===== src/rtl/chain_pkg.sv =====
package chain_pkg;
  localparam int WORD_W  = 16;
  localparam int ADDR_W  = 3;
  localparam int RSEL_W  = 3;
  localparam int DATA_W  = 8;

  localparam int CRA_DATA  = 0;
  localparam int CRA_MIXED = 1;
  localparam int CRA_SLOT  = 2;
  localparam int CRA_SRST  = 7;

  typedef struct packed {
    logic              ctrl;
    logic              wr;
    logic [ADDR_W-1:0] node;
    logic [RSEL_W-1:0] rsel;
    logic [DATA_W-1:0] data;
  } ctrl_word_t;
endpackage


===== src/rtl/chain_rx.sv =====
module chain_rx
  import chain_pkg::*;
#(
  parameter int FS_SAT = 8,
  localparam int FS_W  = $clog2(FS_SAT + 1)
) (
  input  logic              clk_i,
  input  logic              rst_ni,
  input  logic              sdi_i,
  input  logic              sdifs_i,
  input  logic              sample_tick_i,
  output logic [WORD_W-1:0] word_o,
  output logic              valid_o,
  output logic [FS_W-1:0]   idx_o
);
  localparam int CNT_W = $clog2(WORD_W);
  localparam logic [CNT_W-1:0] LAST = CNT_W'(WORD_W - 1);
  localparam logic [FS_W-1:0]  SAT  = FS_W'(FS_SAT);

  logic [CNT_W-1:0] bit_cnt;
  logic             active;
  logic [FS_W-1:0]  fs_cnt;

  always_ff @(posedge clk_i or negedge rst_ni) begin
    if (!rst_ni) begin
      word_o  <= '0;
      valid_o <= 1'b0;
      bit_cnt <= '0;
      active  <= 1'b0;
      idx_o   <= '0;
    end else begin
      valid_o <= 1'b0;
      if (sdifs_i) begin
        word_o  <= {word_o[WORD_W-2:0], sdi_i};
        bit_cnt <= CNT_W'(1);
        active  <= 1'b1;
        idx_o   <= sample_tick_i ? '0 : fs_cnt;
      end else if (active) begin
        word_o <= {word_o[WORD_W-2:0], sdi_i};
        if (bit_cnt == LAST) begin
          valid_o <= 1'b1;
          active  <= 1'b0;
          bit_cnt <= '0;
        end else begin
          bit_cnt <= bit_cnt + 1'b1;
        end
      end
    end
  end

  // frame-sync counter per sample period, saturating
  always_ff @(posedge clk_i or negedge rst_ni) begin
    if (!rst_ni)                      fs_cnt <= '0;
    else if (sample_tick_i)           fs_cnt <= sdifs_i ? FS_W'(1) : '0;
    else if (sdifs_i && fs_cnt != SAT) fs_cnt <= fs_cnt + 1'b1;
  end
endmodule


===== src/rtl/chain_dec.sv =====
module chain_dec
  import chain_pkg::*;
#(
  parameter int RST_CYC = 4,
  parameter int FS_SAT  = 8,
  localparam int FS_W   = $clog2(FS_SAT + 1),
  localparam int RC_W   = $clog2(RST_CYC + 1)
) (
  input  logic              clk_i,
  input  logic              rst_ni,
  input  logic [WORD_W-1:0] word_i,
  input  logic              valid_i,
  input  logic [FS_W-1:0]   idx_i,
  output logic [DATA_W-1:0] cra_o,
  output logic              busy_o,
  output logic              reg_we_o,
  output logic [RSEL_W-1:0] reg_addr_o,
  output logic [DATA_W-1:0] reg_wdata_o,
  output logic [WORD_W-1:0] dac_data_o,
  output logic              dac_valid_o,
  output logic              fwd_v_o,
  output logic [WORD_W-1:0] fwd_word_o
);
  ctrl_word_t       cw;
  logic             is_ctrl;
  logic             take;
  logic [RC_W-1:0]  rst_cnt;
  logic [ADDR_W-1:0] slot;

  assign cw      = ctrl_word_t'(word_i);
  assign busy_o  = (rst_cnt != '0);
  assign slot    = cra_o[CRA_SLOT +: ADDR_W];
  assign is_ctrl = !cra_o[CRA_DATA] || (cra_o[CRA_MIXED] && cw.ctrl);
  assign take    = valid_i && !busy_o;

  assign fwd_v_o    = take && is_ctrl && (cw.node != '0);
  assign fwd_word_o = {cw.ctrl, cw.wr, cw.node - 1'b1, cw.rsel, cw.data};

  always_ff @(posedge clk_i or negedge rst_ni) begin
    if (!rst_ni) begin
      cra_o       <= '0;
      rst_cnt     <= RC_W'(RST_CYC);
      reg_we_o    <= 1'b0;
      reg_addr_o  <= '0;
      reg_wdata_o <= '0;
      dac_data_o  <= '0;
      dac_valid_o <= 1'b0;
    end else begin
      reg_we_o    <= 1'b0;
      dac_valid_o <= 1'b0;
      if (busy_o) rst_cnt <= rst_cnt - 1'b1;
      if (take) begin
        if (is_ctrl) begin
          if (cw.node == '0 && cw.wr) begin
            if (cw.rsel == '0) begin
              if (cw.data[CRA_SRST]) begin
                cra_o   <= '0;
                rst_cnt <= RC_W'(RST_CYC);
              end else begin
                cra_o <= cw.data;
              end
            end else begin
              reg_we_o    <= 1'b1;
              reg_addr_o  <= cw.rsel;
              reg_wdata_o <= cw.data;
            end
          end
        end else if (idx_i == FS_W'(slot)) begin
          dac_data_o  <= word_i;
          dac_valid_o <= 1'b1;
        end
      end
    end
  end
endmodule


===== src/rtl/chain_tx.sv =====
module chain_tx
  import chain_pkg::*;
(
  input  logic              clk_i,
  input  logic              rst_ni,
  input  logic              sync_i,
  input  logic              load_i,
  input  logic [WORD_W-1:0] word_i,
  output logic              sdo_o,
  output logic              sdofs_o
);
  localparam int CNT_W = $clog2(WORD_W);

  logic              pend;
  logic [WORD_W-1:0] hold;
  logic [WORD_W-1:0] sh;
  logic [CNT_W-1:0]  cnt;
  logic [WORD_W-1:0] nxt;
  logic              start;

  assign nxt   = load_i ? word_i : hold;
  assign start = sync_i && (pend || load_i);

  always_ff @(posedge clk_i or negedge rst_ni) begin
    if (!rst_ni) begin
      pend    <= 1'b0;
      hold    <= '0;
      sh      <= '0;
      cnt     <= '0;
      sdo_o   <= 1'b0;
      sdofs_o <= 1'b0;
    end else begin
      sdofs_o <= 1'b0;
      if (start) begin
        pend    <= 1'b0;
        sdofs_o <= 1'b1;
        sdo_o   <= nxt[WORD_W-1];
        sh      <= {nxt[WORD_W-2:0], 1'b0};
        cnt     <= CNT_W'(WORD_W - 1);
      end else begin
        if (load_i) begin
          pend <= 1'b1;
          hold <= word_i;
        end
        if (cnt != '0) begin
          sdo_o <= sh[WORD_W-1];
          sh    <= {sh[WORD_W-2:0], 1'b0};
          cnt   <= cnt - 1'b1;
        end else begin
          sdo_o <= 1'b0;
        end
      end
    end
  end
endmodule


===== src/rtl/chain_ctrl_router.sv =====
module chain_ctrl_router
  import chain_pkg::*;
#(
  parameter int RST_CYC = 4,
  parameter int FS_SAT  = 8
) (
  input  logic              clk_i,
  input  logic              rst_ni,
  input  logic              sdi_i,
  input  logic              sdifs_i,
  input  logic              sample_tick_i,
  output logic              sdo_o,
  output logic              sdofs_o,
  output logic [7:0]        cra_o,
  output logic              reg_we_o,
  output logic [2:0]        reg_addr_o,
  output logic [7:0]        reg_wdata_o,
  output logic [15:0]       dac_data_o,
  output logic              dac_valid_o
);
  localparam int FS_W = $clog2(FS_SAT + 1);

  logic [WORD_W-1:0] rx_word;
  logic              rx_valid;
  logic [FS_W-1:0]   rx_idx;
  logic              busy;
  logic              fwd_v;
  logic [WORD_W-1:0] fwd_word;

  chain_rx #(.FS_SAT(FS_SAT)) u_rx (
    .clk_i        (clk_i),
    .rst_ni       (rst_ni),
    .sdi_i        (sdi_i),
    .sdifs_i      (sdifs_i),
    .sample_tick_i(sample_tick_i),
    .word_o       (rx_word),
    .valid_o      (rx_valid),
    .idx_o        (rx_idx)
  );

  chain_dec #(.RST_CYC(RST_CYC), .FS_SAT(FS_SAT)) u_dec (
    .clk_i      (clk_i),
    .rst_ni     (rst_ni),
    .word_i     (rx_word),
    .valid_i    (rx_valid),
    .idx_i      (rx_idx),
    .cra_o      (cra_o),
    .busy_o     (busy),
    .reg_we_o   (reg_we_o),
    .reg_addr_o (reg_addr_o),
    .reg_wdata_o(reg_wdata_o),
    .dac_data_o (dac_data_o),
    .dac_valid_o(dac_valid_o),
    .fwd_v_o    (fwd_v),
    .fwd_word_o (fwd_word)
  );

  chain_tx u_tx (
    .clk_i  (clk_i),
    .rst_ni (rst_ni),
    .sync_i (sdifs_i),
    .load_i (fwd_v),
    .word_i (fwd_word),
    .sdo_o  (sdo_o),
    .sdofs_o(sdofs_o)
  );
endmodule


===== config.mk =====
export PLATFORM = sky130hd
export DESIGN_NAME = chain_ctrl_router
export DESIGN_NICKNAME = d
export VERILOG_FILES = /design/src/rtl/chain_pkg.sv /design/src/rtl/chain_rx.sv /design/src/rtl/chain_dec.sv /design/src/rtl/chain_tx.sv /design/src/rtl/chain_ctrl_router.sv
export SDC_FILE = /design/constraint.sdc
export NUM_CORES = 1
export LEC_CHECK = 0
export BUFFER_PORTS_ARGS = -buffer_cell sky130_fd_sc_hd__buf_4
export CORE_MARGIN = 2
export CORE_UTILIZATION = 62
export DETAILED_ROUTE_END_ITERATION = 10
export PLACE_DENSITY_LB_ADDON = 0.25
export SYNTH_ARGS = -nofsm -noshare
export SYNTH_HDL_FRONTEND = slang
export SYNTH_SLANG_ARGS = --single-unit

===== constraint.sdc =====
create_clock -name clk_i -period 4.4 [get_ports clk_i]
set_input_delay 0.44 -clock clk_i [delete_from_list [all_inputs] [get_ports clk_i]]
set_output_delay 0.44 -clock clk_i [all_outputs]
set_load 0.03 [all_outputs]

==> metrics, run 1 <==
Avg WL per Cell 17.25 um; Core Box Area roughly 7600 sq um; maximum vdd ir drop between 200 and 250 uV; initial core utilization 63.37%; die height 92.41 um; largest net degree at the start of global routing 76; setup violators final 0; Syn Area/Cell 12.43 sq um; # H-tree levels 3; Crit path arrival time 2.54 ns; Synth Cell Area 4846 sq um; routed via count about 3100; Cell variety after synth between 50 and 60; Post-synth top cells 106 x dfrtp_1, 47 x nand2_1, 35 x mux2_2, 23 x inv_1, 18 x mux2_4; Detail Route Antenna Nets 0; number of global-route vias before repair ~3000; Worst Path Buf+Inv 1; hold crit path type in2async; RSZ-0062 raised after global routing no; number of failing hold endpoints at the final stage 0; HPWL Detailed 6240 um; leading area contributor after synthesis dfrtp_1; Worst-Skew Late Latency 0.36 ns; nets@finish 437; grt ovf 0; critical path class reg2reg; total track usage between 20% and 30%; hold buffers post-CTS 0; DRC violations left 0; Pwr Density approximately 350 nW/um^2; row count 32; post-cts sizing count 0; Worst slew margin 33.76%; Ys Warns 0; Post-synth ARST share 100.0%; CP Cell Sequence inv_1 > ha_1 > nor2b_2 > nor3_2 > o21ai_2 > a32oi_1; worst slew pin tran slightly below 1 ns; CP max stage delay around 0.73 ns; top cell type's share of synthesized area 54.74%; Die Footprint 8539 sq um; RD Place Congestion between 0.7 and 0.8; port bufs 42; post-synthesis sequential area ratio 55.28%; number of synthesized flops with an enable pin 0; multi-input combinational cell area 1943 sq um; Peak Freq between 0.4 and 0.5 GHz; slowest CP cell o21ai_2; largest fanout on the critical path 22; Leak around 2.6 nW; fill count 553; drt via density 5.764; clock skew roughly 0.010 ns; first-pass GRT wire length 15150 um; post-synthesis net count 403; Reg area 2679 sq um; initial antenna violation count 0; die width 92.41 um; cell count after synthesis 390; DRT Pass-1 Iters 4; leading register cell type out of synthesis dfrtp_1; max cap viols 0; final wirelength 9140 um; clock buffer depth 2; min Tclk post-route 2.349 ns; Max Slew Vio Count 0; clock-pin slew on the worst setup and hold paths 0.10 ns; CTS root buf clkbuf_8; ratio of cells with drive above 1 in the final layout 30.61%; status finished clean; Post-CTS Setup Repair Bufs 0; Critical Path RT approximately 4.6 ns; startpoint class of the critical path register; CP delay by family, top compound AO/OA/AOI/OAI gates; Area Growth Syn to Fin 10.12%; I/O pins 44; top cells by area, synth dfrtp_1 55%, mux2_2 8.1%, mux2_4 5.6%; CTS buffer count 9; CTS tree done; initial drt markers roughly 150; # diodes 0; post-synthesis register bit count about 110; period utilization 53.40%; setup TNS 0 ns; CTS sink count around 110; cell with the most instances after synthesis dfrtp_1; WHS 0.1877 ns; CP Capture Type register
## layout make-up
type | instances | area share (%)
clock buffer | 11 | 2.837
clock inverter | 4 | 0.4924
timing repair buffer | 43 | 6.049
tap | 102 | 2.392
inverter | 23 | 1.618
multi-input combinational | 240 | 36.41
sequential | 107 | 50.20
## state kept, by name (all words and copies together) (netlist names), 3 cells and up
name and count:
u_dec.cra_o 7, u_dec.dac_data_o 16, u_dec.reg_addr_o 3, u_dec.reg_wdata_o 8, u_dec.rst_cnt 3, u_rx.bit_cnt 4
u_rx.fs_cnt 4, u_rx.idx_o 4, u_rx.word_o 16, u_tx.cnt 4, u_tx.hold 16, u_tx.sh 15
## kinds of logic (layout without fill, tap and decap cells)
group | Yosys count | count (layout) | share of synthesized area, %
other | 1 | 1 | 0.07739
xor gates and xnor gates | 8 | 8 | 1.446
DFF | 107 | 107 | 55.28
adders and majority gates | 8 | 8 | 2.066
and+or+nand+nor | 98 | 98 | 11.31
muxes | 58 | 58 | 14.74
buffers and inverters | 43 | 81 | 4.621
AOI/OAI and AO/OA | 67 | 67 | 10.46
## report_power, final
part | total, W | internal (W) | switching [W]
combinational | 0.000252 | 0.000102 | 0.000150
clock | 0.000546 | 0.000233 | 0.000313
sequential | 0.00109 | 0.00104 | 0.0000507
## per-layer routing
metal / GRT usage [%] / wire length [um] / vias to the layer above
met5: 0 / 0 / -
met3: 5.126 / 252 / 6
li1: - / - / 1429
met2: 37.59 / 4740 / 49
met4: 5.100 / 78 / 0
met1: 31.58 / 4068 / 1571
## placed cells by master (no fill, tap or decap), types with 3 or more instances in the layout
master	netlist	routed
dfrtp_1	106	106
inv_1	23	23
nand3b_1	9	9
clkbuf_8	0	11
xor2_1	5	5
o21ai_0	17	17
nand2_1	47	47
mux2i_1	5	5
o22ai_2	3	3
mux2_2	35	35
mux2_4	18	18
buf_4	2	43
nor2_1	12	12
nand2b_1	3	3
xnor2_1	3	3
o22ai_1	12	12
or3_1	4	4
a21oi_1	6	6
a32oi_1	13	13
ha_1	8	8
## through the flow
step | setup WS [ns] | cells | total power [W] | util, % | cell area [sq um]
2_1_floorplan | 2.492 | 390 | 0.001295 | - | 4846
3_3_place_gp | 2.148 | 515 | 0.001347 | 67.46 | 5159
3_5_place_dp | 2.081 | 515 | 0.001365 | 67.46 | 5159
4_1_cts | 2.051 | 530 | 0.001909 | 69.78 | 5336
5_1_grt | 1.853 | 530 | 0.001990 | 69.78 | 5336
6_report | 2.051 | 530 | 0.001889 | 69.78 | 5336
## final timing paths
path / startpoint / end / slack (ns) / cells past startpoint
max: u_rx.word_o[11] / u_tx.sh[11] / 2.05 / 6
min: rst_ni / u_dec.reg_wdata_o[6] / 0.19 / 1
max reg2reg: u_rx.word_o[11] / u_tx.sh[11] / 2.05 / 6
min reg2reg: u_rx.idx_o[3] / u_dec.dac_valid_o / 0.46 / 1
max in group asynchronous: rst_ni / u_dec.rst_cnt[2] / 3.22 / 2
min in group clk_i: sample_tick_i / u_rx.fs_cnt[3] / 0.28 / 2
Note: power is estimated with default switching activity, not from simulation.
==> run 2, diff against run 1 <==
--- a/config.mk
+++ b/config.mk
@@ -7,7 +7,7 @@
 export LEC_CHECK = 0
 export BUFFER_PORTS_ARGS = -buffer_cell sky130_fd_sc_hd__buf_4
 export CORE_MARGIN = 2
-export CORE_UTILIZATION = 62
+export CORE_UTILIZATION = 53
 export DETAILED_ROUTE_END_ITERATION = 10
 export PLACE_DENSITY_LB_ADDON = 0.25
 export SYNTH_ARGS = -nofsm -noshare
==> constraint.sdc (replaced) <==
create_clock -name clk_i -period 1.9 [get_ports clk_i]
set_input_delay 0.19 -clock clk_i [delete_from_list [all_inputs] [get_ports clk_i]]
set_output_delay 0.19 -clock clk_i [all_outputs]
set_load 0.03 [all_outputs]
==> run 2 against run 1 <==
Largest cell class unchanged. Sequential power rose by 130%. Worst hold slack got worse by 0.16 ns. Clock power rose to 2.9 times the previous value. Setup slack got worse by 2.0 ns. Final cell count rose by 7.2%.
==> metrics, run 2 (synthesis gave the netlist of run 1 again) <==
status finished clean (unchanged); Avg WL per Cell 17.19 um (was 17.25 um); initial antenna violation count 0 (unchanged); biggest regs u_dec.dac_data_o (16), u_rx.word_o (16), u_tx.hold (16) (unchanged); fin cells 568 (was 530); setup violators final 0 (unchanged); Critical Path RT 2.15 ns (was 4.59 ns); switch share 26.96% (was 27.21%); DRC violations left 0 (unchanged); commonest non-fill, non-tap cell in the layout dfrtp_1 (unchanged); Worst slew margin 62.57% (was 33.76%); routed via count 3151 (was 3055); clock network power share 33.0% (was 28.9%); Net Sw Power 0.001293 W (was 0.0005140 W); CTS sink count 107 (unchanged); clock-pin slew on the worst setup and hold paths 0.10 ns (about the same); nets@finish 468 (was 437); # diodes 0 (unchanged); Worst-Skew Late Latency 0.36 ns (about the same); worst slew pin tran 0.5615 ns (was 0.9926 ns); final wirelength 9765 um (was 9140 um); clock skew 0.007630 ns (was 0.01049 ns); CTS root buf clkbuf_8 (unchanged); max cap viols 0 (unchanged); CTS buffer count 9 (unchanged); drt via density 5.548 (was 5.764); Crit path arrival time 2.13 ns (was 2.54 ns); largest net degree at the start of global routing 43 (was 76); DRT Pass-1 Iters 4 (unchanged); maximum vdd ir drop 662.5 uV (was 231.9 uV); CP Capture Type register (unchanged); commonest cells after routing, fill and taps aside 106 x dfrtp_1, 64 x buf_4, 47 x nand2_1 (was 106 x dfrtp_1, 47 x nand2_1, 43 x buf_4); CP max stage delay 0.40 ns (was 0.73 ns); Peak Freq 0.5339 GHz (was 0.4256 GHz); Comb pwr share 14.2% (was 13.4%); port bufs 42 (unchanged); number of global-route vias before repair 3114 (was 2973); CTS tree done (unchanged); CP delay by family, top buffers and inverters (was compound AO/OA/AOI/OAI gates); min Tclk post-route 1.873 ns (was 2.349 ns); die height 99.62 um (was 92.41 um); Area Growth Syn to Fin 18.44% (was 10.12%); I/O pins 44 (unchanged); largest fanout on the critical path 14 (was 22); total track usage 20.60% (was 22.89%); clock buffer depth 2 (unchanged); initial drt markers 131 (was 152); Sequential Power Share 52.8% (was 57.7%); Core Box Area 8806 sq um (was 7647 sq um); first-pass GRT wire length 15900 um (was 15150 um); Max Slew Vio Count 0 (unchanged); die width 99.62 um (was 92.41 um); Leak 2.774 nW (was 2.572 nW); number of failing hold endpoints at the final stage 0 (unchanged); HPWL Detailed 6496 um (was 6240 um); startpoint class of the critical path register (unchanged); Pwr Density 835.8 nW/um^2 (was 353.9 nW/um^2); slowest CP cell dfrtp_1 (was o21ai_2); Die Footprint 9924 sq um (was 8539 sq um); RSZ-0062 raised after global routing yes (was no); Worst Path Buf+Inv 3 (was 1); Placed Cells incl. Taps 539 (was 515); RD Place Congestion 0.8329 (was 0.7579); initial core utilization 55.03% (was 63.37%); row count 34 (was 32); CP Cell Sequence inv_2 > ha_4 > nand3b_4 > buf_4 > nor4_4 > buf_12 > mux2_2 (was inv_1 > ha_1 > nor2b_2 > nor3_2 > o21ai_2 > a32oi_1); period utilization 98.59% (was 53.40%); Detail Route Antenna Nets 0 (unchanged); ratio of cells with drive above 1 in the final layout 36.09% (was 30.61%); Int Power 0.003504 W (was 0.001375 W); grt ovf 0 (unchanged); # H-tree levels 3 (unchanged); Pwr Total 0.004797 W (was 0.001889 W); critical path class reg2reg (unchanged); hold crit path type in2reg (was in2async)
==> run 2: power groups by stage <==
stage	Combinational, W	Clock (W)	Sequential (W)
4_1_cts	0.000631	0.00161	0.00253
3_5_place_dp	0.000626	0	0.00257
2_1_floorplan	0.000469	0	0.00253
6_report	0.000683	0.00158	0.00253
5_1_grt	0.000774	0.00172	0.00255
3_3_place_gp	0.000600	0	0.00257
==> run 2: stage by stage <==
stage	util, %	setup TNS (ns)	setup WS [ns]	hold slack (ns)	area [sq um]
after detailed placement	60.80	-0.02474	-0.02076	0.2049	5354
after global placement	60.80	0	0.05331	0.2018	5354
final	65.17	0	0.02684	0.02374	5739
after floorplan	-	0	0.006943	-0.1056	4848
after global routing	65.17	-0.6229	-0.04698	0.009345	5739
after CTS	63.97	0	0.02313	0.005332	5633
==> run 2: area by class of cell <==
class                           count  area [sq um]
Multi-Input combinational cell    241          1977
Inverter                           23         86.33
Clock buffer                       10         137.6
Tap cell                          108         135.1
Fill cell                         661          3067
Sequential cell                   107          2679
Timing Repair Buffer               73         629.4
Clock inverter                      6         95.09
==> run 2: final timing paths <==
path / from / endpoint / slack [ns] / depth (start not counted)
worst max-delay path: u_dec.rst_cnt[0] / u_tx.hold[8] / 0.03 / 7
worst min-delay path: sample_tick_i / u_rx.fs_cnt[2] / 0.02 / 2
worst max register to register: u_dec.rst_cnt[0] / u_tx.hold[8] / 0.03 / 7
worst min register to register: u_rx.idx_o[3] / u_dec.dac_valid_o / 0.46 / 1
max in group asynchronous: rst_ni / u_rx.fs_cnt[3] / 0.91 / 3
min in group asynchronous: rst_ni / u_dec.reg_wdata_o[7] / 0.36 / 2
==> run 2: repair_timing <==
action                                  CTS  global route
gates cloned                              1             1
hold buffers                              1             0
hold endpoints to repair                 36             0
endpoints found under the setup margin    8            60
pin swaps                                 1             2
gates resized for setup                   1             8
buffers inserted                          3             7
==> run 2: layer usage <==
layer	GRT usage (%)	vias up	share of wire, %
li1	-	1501	-
met1	28.89	1589	48
met2	32.38	51	48
met3	4.989	10	2.4
met4	5.690	0	1.3
met5	0	-	0
==> run 3, diff against run 2 <==
--- a/config.mk
+++ b/config.mk
@@ -6,8 +6,10 @@
 export NUM_CORES = 1
 export LEC_CHECK = 0
 export BUFFER_PORTS_ARGS = -buffer_cell sky130_fd_sc_hd__buf_4
+export CELL_PAD_IN_SITES_DETAIL_PLACEMENT = 0
+export CELL_PAD_IN_SITES_GLOBAL_PLACEMENT = 1
 export CORE_MARGIN = 2
-export CORE_UTILIZATION = 53
+export CORE_UTILIZATION = 43
 export DETAILED_ROUTE_END_ITERATION = 10
 export PLACE_DENSITY_LB_ADDON = 0.25
 export SYNTH_ARGS = -nofsm -noshare
==> constraint.sdc (replaced) <==
create_clock -name clk_i -period 1.6 [get_ports clk_i]
set_input_delay 0.16 -clock clk_i [delete_from_list [all_inputs] [get_ports clk_i]]
set_output_delay 0.16 -clock clk_i [all_outputs]
set_load 0.01 [all_outputs]
==> run 3 against run 2 <==
The flow now finishes with violations (negative setup slack). First-iteration DRC count is 18% higher. Core utilization down 8.6 points. Global-route usage fell by 1.8 points. Setup slack lost 0.19 ns. Count of clock-buffer cells in the layout increased by 3. Non-clock buffer count rose by 21.
==> metrics, run 3 (synthesis gave the netlist of run 1 again) <==
hold crit path type in2reg (unchanged); initial drt markers 154 (was 131); max cap viols 0 (unchanged); failing checks negative setup slack; Worst-Skew Late Latency 0.36 ns (about the same); fin cells 622 (was 568); largest fanout on the critical path 15 (was 14); Finished Cell Area 6188 sq um (was 5739 sq um); total track usage 18.77% (was 20.60%); port bufs 42 (unchanged); Max Slew Vio Count 0 (unchanged); DRC violations left 0 (unchanged); DRT Pass-1 Iters 5 (was 4); Cell Area, Placed 5707 sq um (was 5354 sq um); Pwr Density 1004 nW/um^2 (was 835.8 nW/um^2); row count 38 (was 34); Critical Path RT 1.84 ns (was 2.15 ns); Leak 2.944 nW (was 2.774 nW); CTS root buf clkbuf_16 (was clkbuf_8); clock network power share 36.1% (was 33.0%); startpoint class of the critical path register (unchanged); I/O pins 44 (unchanged); HPWL Detailed 6911 um (was 6496 um); die width 110.2 um (was 99.62 um); initial core utilization 44.31% (was 55.03%); Int Power 0.004610 W (was 0.003504 W); maximum vdd ir drop 871.4 uV (was 662.5 uV); Die Footprint 12140 sq um (was 9924 sq um); RD Place Congestion 0.7757 (was 0.8329); Area Growth Syn to Fin 27.70% (was 18.44%); worst setup margin -0.1599 ns (was 0.02684 ns); min Tclk post-route 1.760 ns (was 1.873 ns); critical path class reg2reg (unchanged); routed via count 3208 (was 3151); CTS sink count 107 (unchanged); worst slew pin tran 0.5812 ns (was 0.5615 ns); CP max stage delay 0.39 ns (was 0.40 ns); Peak Freq 0.5682 GHz (was 0.5339 GHz); nets@finish 490 (was 468); CP Cell Sequence inv_2 > ha_4 > nand3b_4 > nor4_4 > buf_12 > mux2_2 (was inv_2 > ha_4 > nand3b_4 > buf_4 > nor4_4 > buf_12 > mux2_2); Avg WL per Cell 16.30 um (was 17.19 um); setup TNS -5.853 ns (was 0 ns); # H-tree levels 3 (unchanged); period utilization 110.0% (was 98.59%); clock-pin slew on the worst setup and hold paths 0.07 ns (was 0.10 ns); CP Capture Type register (unchanged); clock buffer depth 2 (unchanged); Net Sw Power 0.001601 W (was 0.001293 W); initial antenna violation count 0 (unchanged); status finished, violations left (was finished clean); Detail Route Antenna Nets 0 (unchanged); biggest regs u_dec.dac_data_o (16), u_rx.word_o (16), u_tx.hold (16) (unchanged); Crit path arrival time 2.00 ns (was 2.13 ns); # diodes 0 (unchanged); fill count 953 (was 661); commonest cells after routing, fill and taps aside 106 x dfrtp_1, 79 x buf_4, 44 x nand2_1 (was 106 x dfrtp_1, 64 x buf_4, 47 x nand2_1); Pwr Total 0.006210 W (was 0.004797 W); setup violators final 68 (was 0); clock skew 0.01128 ns (was 0.007630 ns); Core Box Area 10940 sq um (was 8806 sq um); RSZ-0062 raised after global routing yes (unchanged); final wirelength 10140 um (was 9765 um); CTS tree done (unchanged); drt via density 5.158 (was 5.548); die height 110.2 um (was 99.62 um); number of global-route vias before repair 3219 (was 3114); grt ovf 0 (unchanged); Sequential Power Share 48.1% (was 52.8%); commonest non-fill, non-tap cell in the layout dfrtp_1 (unchanged); switch share 25.77% (was 26.96%); largest net degree at the start of global routing 38 (was 43); Placed Cells incl. Taps 595 (was 539); ratio of cells with drive above 1 in the final layout 41.49% (was 36.09%); Worst slew margin 61.25% (was 62.57%); slowest CP cell dfrtp_1 (unchanged); CTS buffer count 9 (unchanged); first-pass GRT wire length 16900 um (was 15900 um); number of failing hold endpoints at the final stage 0 (unchanged); Comb pwr share 15.8% (was 14.2%)
==> run 3: cell count changes in the layout (fill, tap and decap cells not counted), sizes merged <==
| cell | previous run | this run |
|---|---|---|
| bufinv | 2 | 1 |
| inv | 26 | 24 |
| dlygate4sd3 | 1 | 2 |
| buf | 71 | 92 |
| clkinv | 1 | 0 |
| a21boi | 1 | 2 |
| clkinvlp | 0 | 1 |
| clkbuf | 11 | 13 |
==> run 3: final cells by class <==
cell class              instances  area (sq um)  area share [%]
multi-input cells             242          2122           34.29
inverters                      23         86.33           1.395
clock inverters                 3         46.29          0.7481
clock buffers                  13         250.2           4.044
repair buffers                 94         829.5           13.40
well taps                     140         175.2           2.831
flip-flops and latches        107          2679           43.29
==> run 3: worst max-delay path: cells and delay by family (launching register included) <==
| kind | cells | cell delay [ns] |
|---|---|---|
| flip-flops | 1 | 0.39 |
| AND/OR/NAND/NOR | 2 | 0.49 |
| adder cells (fa/ha/maj) | 1 | 0.15 |
| buffers and inverters | 2 | 0.28 |
| multiplexers | 1 | 0.34 |
==> run 3: per-stage QoR <==
step           worst slack [ns]  hold WS [ns]  util, %
2_1_floorplan           -0.2197       -0.1356        -
3_3_place_gp            -0.1393       0.06764    52.19
3_5_place_dp            -0.1950       0.07448    52.19
4_1_cts                 -0.1496       0.03250    56.10
5_1_grt                 -0.2256       0.02710    56.59
6_report                -0.1599       0.03844    56.59
==> run 3: what timing repair did <==
action                                  4_1_cts  5_1_grt
endpoints found under the hold margin        19        0
endpoints found under the setup margin       67       74
pin swaps                                     5        0
setup buffers                                 6        1
resized for setup                            13       15
hold buffers                                  2        0
gates cloned                                  1        1
==> run 3: power by group through the flow <==
| stage | Clock, W | Combinational [W] | Sequential [W] |
|---|---|---|---|
| floorplan | 0 | 0.000587 | 0.00302 |
| global placement | 0 | 0.000888 | 0.00303 |
| detailed placement | 0 | 0.000915 | 0.00304 |
| CTS | 0.00230 | 0.000971 | 0.00299 |
| global route | 0.00245 | 0.00111 | 0.00301 |
| finish | 0.00224 | 0.000982 | 0.00299 |
==> run 3: worst paths after layout <==
kind	from	end	slack [ns]	cells past startpoint
min reg2reg	u_rx.idx_o[3]	u_dec.dac_valid_o	0.44	1
max	u_dec.rst_cnt[0]	u_tx.hold[2]	-0.16	6
min in group asynchronous	rst_ni	u_dec.reg_wdata_o[2]	0.23	2
max in group asynchronous	rst_ni	u_dec.rst_cnt[2]	0.73	3
max reg2reg	u_dec.rst_cnt[0]	u_tx.hold[2]	-0.16	6
min	sdi_i	u_rx.word_o[0]	0.04	2
==> run 3: per-layer routing <==
layer | GRT usage (%) | vias to the layer above | wire length (um)
met5 | 0 | - | 0
met4 | 4.821 | 0 | 86
met3 | 5.996 | 7 | 334
met2 | 29.49 | 43 | 4914
met1 | 25.30 | 1615 | 4801
li1 | - | 1543 | -
